<file path="src/rtl/slvadr_pkg.sv">
package slvadr_pkg;

    // Width of the slave address and of one bus byte
    localparam int unsigned SA_BITS   = 7;
    localparam int unsigned BYTE_BITS = SA_BITS + 1;

    typedef logic [BYTE_BITS-1:0] byte_t;
    typedef logic [SA_BITS-1:0]   saddr_t;

    // The all-zero first byte that addresses every slave at once
    localparam byte_t GC_BYTE = '0;

    // Configuration word: address in the upper bits, enable in bit 0
    typedef struct packed {
        saddr_t addr;
        logic   gc_en;
    } cfg_t;

    // Outcome of comparing one address byte
    typedef struct packed {
        logic own;
        logic gc;
        logic rw;
    } hit_t;

    // Position inside a transfer
    typedef enum logic [1:0] {
        FR_IDLE = 2'd0,
        FR_ADDR = 2'd1,
        FR_DATA = 2'd2
    } frame_e;

    function automatic logic own_match(cfg_t c, byte_t b);
        return (b[BYTE_BITS-1:1] == c.addr) && (c.addr != saddr_t'(0));
    endfunction

    function automatic logic gc_match(cfg_t c, byte_t b);
        return (b == GC_BYTE) && c.gc_en;
    endfunction

endpackage

</file>
<file path="src/rtl/slvadr_cfg_reg.sv">
module slvadr_cfg_reg
    import slvadr_pkg::*;
(
    input  logic  clk,
    input  logic  rst,
    input  logic  wr_en,
    input  byte_t wr_data,
    output cfg_t  cfg_q
);

    always_ff @(posedge clk) begin
        if (rst) begin
            cfg_q <= '0;
        end else if (wr_en) begin
            cfg_q <= cfg_t'(wr_data);
        end
    end

endmodule

</file>
<file path="src/rtl/slvadr_frame_track.sv">
module slvadr_frame_track
    import slvadr_pkg::*;
(
    input  logic clk,
    input  logic rst,
    input  logic start_pulse,
    input  logic stop_pulse,
    input  logic byte_stb,
    output logic eval
);

    frame_e state_q;
    frame_e state_d;

    // Only the byte completing while the address slot is open is judged
    assign eval = byte_stb && (state_q == FR_ADDR);

    always_comb begin
        state_d = state_q;
        if (start_pulse) begin
            state_d = FR_ADDR;
        end else if (stop_pulse) begin
            state_d = FR_IDLE;
        end else if (byte_stb && state_q == FR_ADDR) begin
            state_d = FR_DATA;
        end
    end

    always_ff @(posedge clk) begin
        if (rst) begin
            state_q <= FR_IDLE;
        end else begin
            state_q <= state_d;
        end
    end

endmodule

</file>
<file path="src/rtl/slvadr_cmp.sv">
module slvadr_cmp
    import slvadr_pkg::*;
(
    input  cfg_t  cfg,
    input  byte_t rx,
    output hit_t  hit
);

    always_comb begin
        hit.own = own_match(cfg, rx);
        hit.gc  = gc_match(cfg, rx);
        hit.rw  = rx[0];
    end

endmodule

</file>
<file path="src/rtl/slvadr_flags.sv">
module slvadr_flags
    import slvadr_pkg::*;
(
    input  logic clk,
    input  logic rst,
    input  logic eval,
    input  hit_t hit,
    input  logic clr,
    output logic own_q,
    output logic gc_q,
    output logic rw_q,
    output logic irq_q
);

    logic any_hit;
    assign any_hit = eval && (hit.own || hit.gc);

    always_ff @(posedge clk) begin
        if (rst) begin
            own_q <= 1'b0;
            gc_q  <= 1'b0;
            rw_q  <= 1'b0;
            irq_q <= 1'b0;
        end else begin
            irq_q <= any_hit;
            if (any_hit) begin
                own_q <= hit.own;
                gc_q  <= hit.gc;
                rw_q  <= hit.own & hit.rw;
            end else if (clr) begin
                own_q <= 1'b0;
                gc_q  <= 1'b0;
                rw_q  <= 1'b0;
            end
        end
    end

endmodule

</file>
<file path="src/rtl/slvadr_match.sv">
module slvadr_match
    import slvadr_pkg::*;
(
    input  logic                 clk,
    input  logic                 rst,
    input  logic                 cfg_we,
    input  logic [BYTE_BITS-1:0] cfg_wdata,
    output logic [BYTE_BITS-1:0] cfg_rdata,
    input  logic                 start_seen,
    input  logic                 stop_seen,
    input  logic                 byte_done,
    input  logic [BYTE_BITS-1:0] rx_byte,
    input  logic                 flag_clr,
    output logic                 own_hit,
    output logic                 gc_hit,
    output logic                 rw_bit,
    output logic                 irq
);

    cfg_t cfg_q;
    hit_t hit;
    logic eval;

    slvadr_cfg_reg u_cfg (
        .clk     (clk),
        .rst     (rst),
        .wr_en   (cfg_we),
        .wr_data (cfg_wdata),
        .cfg_q   (cfg_q)
    );

    slvadr_frame_track u_frame (
        .clk         (clk),
        .rst         (rst),
        .start_pulse (start_seen),
        .stop_pulse  (stop_seen),
        .byte_stb    (byte_done),
        .eval        (eval)
    );

    slvadr_cmp u_cmp (
        .cfg (cfg_q),
        .rx  (rx_byte),
        .hit (hit)
    );

    slvadr_flags u_flags (
        .clk   (clk),
        .rst   (rst),
        .eval  (eval),
        .hit   (hit),
        .clr   (flag_clr | stop_seen),
        .own_q (own_hit),
        .gc_q  (gc_hit),
        .rw_q  (rw_bit),
        .irq_q (irq)
    );

    assign cfg_rdata = byte_t'(cfg_q);

endmodule

</file>
<file path="config.mk">
export PLATFORM = sky130hd
export DESIGN_NAME = slvadr_match
export DESIGN_NICKNAME = d
export VERILOG_FILES = /design/src/rtl/slvadr_pkg.sv /design/src/rtl/slvadr_cfg_reg.sv /design/src/rtl/slvadr_frame_track.sv /design/src/rtl/slvadr_cmp.sv /design/src/rtl/slvadr_flags.sv /design/src/rtl/slvadr_match.sv
export SDC_FILE = /design/constraint.sdc
export NUM_CORES = 1
export LEC_CHECK = 0
export ABC_AREA = 1
export BUFFER_PORTS_ARGS = -buffer_cell sky130_fd_sc_hd__buf_2
export CORE_MARGIN = 2
export CORE_UTILIZATION = 47
export CTS_CLUSTER_DIAMETER = 50
export DETAILED_ROUTE_END_ITERATION = 10
export HOLD_SLACK_MARGIN = 0.06
export PLACE_DENSITY = 0.8
export SLEW_MARGIN = 20
export SYNTH_ARGS = -nofsm -noshare
export SYNTH_HDL_FRONTEND = slang
export SYNTH_SLANG_ARGS = --single-unit
</file>
<file path="constraint.sdc">
create_clock -name clk -period 1.77 [get_ports clk]
set_clock_uncertainty 0.2 [all_clocks]
set_input_delay 0.354 -clock clk [delete_from_list [all_inputs] [get_ports clk]]
set_output_delay 0.354 -clock clk [all_outputs]
set_load 0.02 [all_outputs]
</file>
Word level (Yosys, flattened, before mapping)
Cells that the tools add are included.
W data, S select, Z words.
- equal/unequal tests: 2
- mux-type cells: 7
- bitwise operators: 2
- reductions and logical operators: 10
- operators with widths (operator ; number):
    $logic_not A8 Y1 ; 1
    $eq A7 B7 Y1 ; 1
    $mux W1 ; 7
    $reduce_bool A7 Y1 ; 1
    $logic_and A1 B1 Y1 ; 4
    $reduce_bool A3 Y1 ; 1
    $reduce_or A3 Y1 ; 1
    $eq A2 B1 Y1 const B ; 1
    $reduce_bool A2 Y1 ; 1
    $and A1 B1 Y1 ; 1
    $logic_or A1 B1 Y1 ; 1
    $or A1 B1 Y1 ; 1
- flip-flop bits (word level): 14
- input port bits: 23
- output and inout port bits: 12

Logic depth before layout (Yosys ltp)
Gate-level depths: netlist of run 1.
- depth after elaboration: 5
- gate-level depth with buffers: 10

By module
Synthesis of run 1 repeated with hierarchy kept, for this count alone.
- cells, all modules: 127
- area, all modules: 770.7 um2
- by module, submodules not included (module ; instances ; cells each ; area each (um2) ; sequential area each (um2)):
    slvadr_cfg_reg ; 1 ; 51 ; 341.6 ; 160.2
    slvadr_cmp ; 1 ; 44 ; 180.2 ; 0.0
    slvadr_flags ; 1 ; 16 ; 148.9 ; 80.1
    slvadr_frame_track ; 1 ; 13 ; 88.8 ; 40.0
    slvadr_match ; 1 ; 3 ; 11.3 ; 0.0

Worst setup path after synthesis of run 1
OpenSTA, ideal clock, no wires.
- path kind: reg-to-reg
- from: register u_cfg.cfg_q[3] (netlist name)
- to: register u_flags.gc_q
- arrival time: 1037 ps
- data required time: 1453 ps
- slack: 417 ps
- stages on the path, launching flop included: 8
- buffers on the path: 0
- cells stage by stage: dfxtp_1 -> inv_1 -> nand2_1 -> nand3_1 -> nor2_4 -> nand3_4 -> nand4_1 -> a21oi_1
- cells in the longest elaborated chain, start to end: 5
- elaborated cells between the ends (all ways): 7
- classes of those cells: eq/ne: 1; mux: 1; reduce/logical: 5
- ends and longest elaborated chain (element ; RTL line ; text):
    $eq A7 B7 Y1 or $reduce_bool A7 Y1 (tied branches) ; slvadr_pkg.sv:34 ; return (b[BYTE_BITS-1:1] == c.addr) && (c.addr != saddr_t'(0));
    $logic_and A1 B1 Y1 (*) ; slvadr_pkg.sv:34 ;
    $logic_or A1 B1 Y1 (*) ; slvadr_flags.sv:16 ; assign any_hit = eval && (hit.own || hit.gc);
    $logic_and A1 B1 Y1 (*) ; slvadr_flags.sv:16 ;
    $mux W1 or $reduce_bool A2 Y1 (tied branches) ; n/a ;
    end signal, assigned ; slvadr_flags.sv:28 ; gc_q <= hit.gc;
    end, declared ; slvadr_flags.sv:10 ; output logic gc_q,
Mark *: on every way between the ends. The rest lies on a longest branch, timed or not.
A chain may end at the register's enable or synchronous reset.

Worst setup path in the final report of run 1
- from: input port stop_seen
- to: register u_flags.own_q
- cells in the longest elaborated chain, start to end: 2
- ends and longest elaborated chain (element ; RTL line ; text):
    start, declared ; slvadr_match.sv:10 ; input logic stop_seen,
    $or A1 B1 Y1 ; slvadr_match.sv:52 ; .clr (flag_clr | stop_seen),
    $reduce_bool A2 Y1 (no source line) ; n/a ;
    end signal, assigned ; slvadr_flags.sv:27 ; own_q <= hit.own;
    end, declared ; slvadr_flags.sv:9 ; output logic own_q,
Every way passes these cells.

==> flow_summary.yaml, run 1 <==
final_layout:
  antenna_cells: 0
  layout_common_cells: "buf_2, nand2_1, inv_1, dfxtp_1, nor2_1"
  mostFrequentLayoutCell: "buf_2"
  final_area_um2: 962
  area_growth_pct: 33.5
  nFillCells: 136
  drive_gt1_share_pct: 33.1
  final_nets: 169
synthesis:
  synth_top_area_share_pct: 38.9
  synth_top_cells_by_area: "dfxtp_1, nand2_1, inv_1"
  synth_seq_cells: 14
  ys_warn_count: 0
  netlist_area_um2: 721
  synth.distinct_cells: 17
  syn_avg_cell_area_um2: 6.80
  yosysTopAreaCell: "dfxtp_1"
  post_synth_inst_count: 106
  postSynthNetCount: 129
  yosysSeqAreaShare_pct: 38.9
timing:
  min_period_ns: 1.56
  fmaxAchievable_mhz: 643
  fin_crit_sh_pct: 87.9
  tns_ns: 0
  hold_viol_final: 0
  drv_slew: 0
  relSlewSlack_pct: 75.4
  finalSetupViolations: 0
  rsz0062_at_grt: "no"
  tightest_slew_ns: 0.368
  holdWs_ns: 0.101
  finalWorstSetupSlack_ns: 0.214
floorplanning:
  core.rowCount: 14
  coreArea_um2: 1470
  die-height_um: 43.2
  dieArea_um2: 1860
  initial_core_util_pct: 49.0
  ios: 35
  die_w_um: 43.2
critical_path:
  reg2regPathDepth: 7
  start_kind: "input port"
  cp.required_ns: 1.80
  path_max_fanout: 3
  end_kind: "flop"
  arrival_ns: 1.59
  worstSetupPathType: "in -> reg"
job:
  cap_violations: 0
global_routing:
  grtUsageTotal_pct: 19.5
  grt_pass1_wl_um: 2650
  grt_antenna_before_repair: 0
  grt_pass1_vias: 695
  grt_max_degree: 16
  grt-ovfl-total: 0
power:
  powerDensity_nw_per_um2: 731
  leakagePower_nw: 0.505
  peakVddDrop_mv: 0.739
  finalPower_w: 0.000703
placement:
  port_buffers: 34
  dp_slack_ns: 0.351
  placed_area_um2: 906
  globalplace.congestion: 0.827
  dp_hpwl_um: 1260
drt:
  dr_total_vias: 766
  drcViolationCount: 0
  ant_nets: 0
  routed_via_density: 4.76
  first_pass_iters: 4
  wl_per_cell_um: 9.70
  first_iter_violations: 8
  drt_wl_total_um: 1560
clock_network:
  numCtsBuffers: 3
  cts_tree: "yes"
  clk_latency_ns: 0.28
  cts-root-buf: "clkbuf_4"
  cts_setup_buffers: 0
  cts.path.max_buffers: 2
  clk_pin_slew_ns: 0.08
  clock_sinks: 14
  cts_resized: 0
  cts_hold_buf: 2
  htree_num_levels: 1
hold_path:
  hold_path_class: "in -> reg"
  whs_path_depth: 3
run_status:
  outcome: "finished clean"
==> cells in the mapped netlist <==
library cell	number
nand4_1	4
nand3_2	1
nor2_1	13
nand2_2	2
nor4_1	1
nand3_1	3
nand2_1	21
buf_2	1
o21ai_0	8
nand3_4	1
nor3b_1	1
o31ai_1	1
inv_2	3
inv_1	19
a21oi_1	10
nor2_4	3
dfxtp_1	14
==> power by group <==
part,total (W),internal [W],switching (W)
clock network,0.000226,0.000125,0.000101
registers,0.000342,0.000329,0.0000128
logic,0.000135,0.0000544,0.0000807
==> critical path, cell delays in order <==
cell,delay (ns)
dlygate4sd3_1,0.53
buf_2,0.13
nor2_1,0.16
inv_1,0.06
o31ai_1,0.22
nand2_1,0.07
inv_1,0.05
==> path summary, 6_finish.rpt <==
kind | from | endpoint | slack, ns
min | cfg_wdata[0] | u_cfg.cfg_q[0] | 0.10
max | stop_seen | u_flags.own_q | 0.21
max reg2reg | u_frame.state_q[0] | u_flags.rw_q | 0.45
min reg2reg | u_flags.gc_q | u_flags.gc_q | 0.29
==> through the flow <==
step,std cells,util (%)
detailed placement,155,61.6
CTS,161,65.4
global placement,155,61.6
floorplan,106,-
global route,161,65.4
finish,161,65.4
==> flip-flops by register name, indices dropped and copies added (netlist names) <==
| register | count |
|---|---|
| u_cfg.cfg_q | 8 |
| u_flags.own_q | 1 |
| u_flags.irq_q | 1 |
| u_flags.gc_q | 1 |
| u_flags.rw_q | 1 |
| u_frame.state_q | 2 |
==> layout make-up <==
| type | instances | area, µm² | area share (%) |
|---|---|---|---|
| Clock buffer | 4 | 36.3 | 3.77 |
| Inverter | 22 | 82.6 | 8.58 |
| Sequential cell | 14 | 280 | 29.1 |
| Tap cell | 16 | 20.0 | 2.08 |
| Timing Repair Buffer | 36 | 190 | 19.8 |
| Multi-Input combinational cell | 69 | 353 | 36.7 |
==> cell families after synthesis <==
group                  count (synthesis)  share of synthesized area (%)
buffers and inverters                 23                           12.2
DFF                                   14                           38.9
and+or+nand+nor                       50                           35.4
AOI/OAI and AO/OA                     19                           13.5
==> metal layers <==
layer / GRT usage, % / wire length (µm) / vias to the layer above
met1: 20.8 / 670 / 327
li1: - / - / 412
met3: 7.66 / 104 / 2
met2: 34.0 / 769 / 25
met4: 7.27 / 18 / 0
met5: 0 / 0 / -
Note: power is estimated with default switching activity, not from simulation.
==> run 2, diff against run 1 <==
--- a/config.mk
+++ b/config.mk
@@ -7,12 +7,15 @@
 export LEC_CHECK = 0
 export ABC_AREA = 1
 export BUFFER_PORTS_ARGS = -buffer_cell sky130_fd_sc_hd__buf_2
+export CELL_PAD_IN_SITES_DETAIL_PLACEMENT = 1
+export CELL_PAD_IN_SITES_GLOBAL_PLACEMENT = 2
+export CORE_ASPECT_RATIO = 0.75
 export CORE_MARGIN = 2
-export CORE_UTILIZATION = 47
+export CORE_UTILIZATION = 24
 export CTS_CLUSTER_DIAMETER = 50
 export DETAILED_ROUTE_END_ITERATION = 10
 export HOLD_SLACK_MARGIN = 0.06
-export PLACE_DENSITY = 0.8
+export PLACE_DENSITY = 0.81
 export SLEW_MARGIN = 20
 export SYNTH_ARGS = -nofsm -noshare
 export SYNTH_HDL_FRONTEND = slang
==> flow_summary.yaml, run 2 (synthesis results as in run 1) <==
run_status:
  outcome: "finished clean"
drt:
  first_pass_iters: 3
  first_iter_violations: 26
  wl_per_cell_um: 11.3
  ant_nets: 0
  drcViolationCount: 0
  drt_wl_total_um: 2050
  dr_total_vias: 786
  routed_via_density: 4.34
critical_path:
  arrival_ns: 0.86
  path_max_fanout: 4
  worstSetupPathType: "reg -> out"
  end_kind: "output port"
  crit_family: "flip-flops"
  path_buf_inv: 1
  path_cells: "buf_2"
  cp.required_ns: 1.22
  slowest_stage: "dfxtp_1"
  critPathMaxStageDelay_ns: 0.41
  start_kind: "flop"
final_layout:
  layout_common_cells: "buf_2, nand2_1, inv_1, dfxtp_1, nor2_1"
  largest_register_ff_count: 8
  reg_top3: "u_cfg.cfg_q (8), u_frame.state_q (2)"
  mostFrequentLayoutCell: "buf_2"
  regMostFlops: "u_cfg.cfg_q"
  area_growth_pct: 37.2
  antenna_cells: 0
  final_nets: 167
  drive_gt1_share_pct: 33.6
floorplanning:
  core.rowCount: 17
  dieArea_um2: 3460
  die-height_um: 51.5
  ios: 35
  initial_core_util_pct: 24.9
  coreArea_um2: 2890
  die_w_um: 67.3
timing:
  rsz0062_at_grt: "no"
  min_period_ns: 1.41
  tns_ns: 0
  relSlewSlack_pct: 71.5
  hold_viol_final: 0
  tightest_slew_ns: 0.427
  fin_crit_sh_pct: 79.7
  drv_slew: 0
  finalSetupViolations: 0
  fmaxAchievable_mhz: 709
power:
  finalPower_w: 0.000788
  powerDensity_nw_per_um2: 798
  leakagePower_nw: 0.505
  peakVddDrop_mv: 0.453
clock_network:
  cts_resized: 0
  cts_tree: "yes"
  clk_latency_ns: 0.24
  cts-root-buf: "clkbuf_8"
  cts_hold_buf: 0
  cts.path.max_buffers: 2
  cts_setup_buffers: 0
  clk_pin_slew_ns: 0.06
  clock_sinks: 14
  htree_num_levels: 1
  numCtsBuffers: 3
global_routing:
  grt-ovfl-total: 0
  grt_pass1_vias: 820
  grt_antenna_before_repair: 0
  grtUsageTotal_pct: 14.3
  grt_max_degree: 16
  grt_pass1_wl_um: 3630
placement:
  globalplace.congestion: 0.804
  dp_hpwl_um: 1740
  port_buffers: 34
hold_path:
  hold_path_class: "in -> reg"
job:
  cap_violations: 0
[run 2: cell types whose count changed in the layout (fill, tap and decap cells not counted)]
cell           delta
clkbuf_4          -3
clkbuf_8          +3
dlygate4sd3_1     -2
[run 2: final cells by class]
class                      instances  area, µm²
clock buffer                       4       55.1
fill                             387       1900
inverter                          22       82.6
multi-input combinational         69        353
sequential                        14        280
tap                               38       47.5
timing repair buffer              34        170
[run 2: power by group]
part           leakage, nW  switching (W)  total, W  internal [W]
clock network       0.0288       0.000112  0.000308      0.000197
registers            0.115      0.0000144  0.000345      0.000330
logic                0.361      0.0000839  0.000135     0.0000516
total                0.505       0.000210  0.000788      0.000579
[run 2: per-layer routing]
metal	up-vias	wire (µm)	track usage [%]	share of wire (%)
li1	407	-	-	-
met2	27	924	24.4	45
met1	350	943	17.0	46
met5	-	0	0	0
met4	0	8	2.04	0.39
met3	2	169	6.17	8.3
[run 2: stage by stage]
stage / cells / setup WS, ns / area (µm²) / utilization (%) / hold WS, ns
detailed placement: 177 / 0.307 / 933 / 32.3 / 0.287
floorplan: 106 / 0.417 / 721 / - / 0.223
global route: 181 / 0.237 / 988 / 34.2 / 0.104
CTS: 181 / 0.349 / 988 / 34.2 / 0.106
finish: 181 / 0.360 / 988 / 34.2 / 0.104
global placement: 177 / 0.319 / 933 / 32.3 / 0.289
[run 2: path summary, 6_finish.rpt]
check                       from                  to  slack (ns)  cells past startpoint
setup reg to reg  u_cfg.cfg_q[3]        u_flags.rw_q        0.41                      7
setup / recovery  u_cfg.cfg_q[3]        cfg_rdata[3]        0.36                      1
hold reg to reg     u_flags.gc_q        u_flags.gc_q        0.29                      2
hold / removal        start_seen  u_frame.state_q[1]        0.10                      2
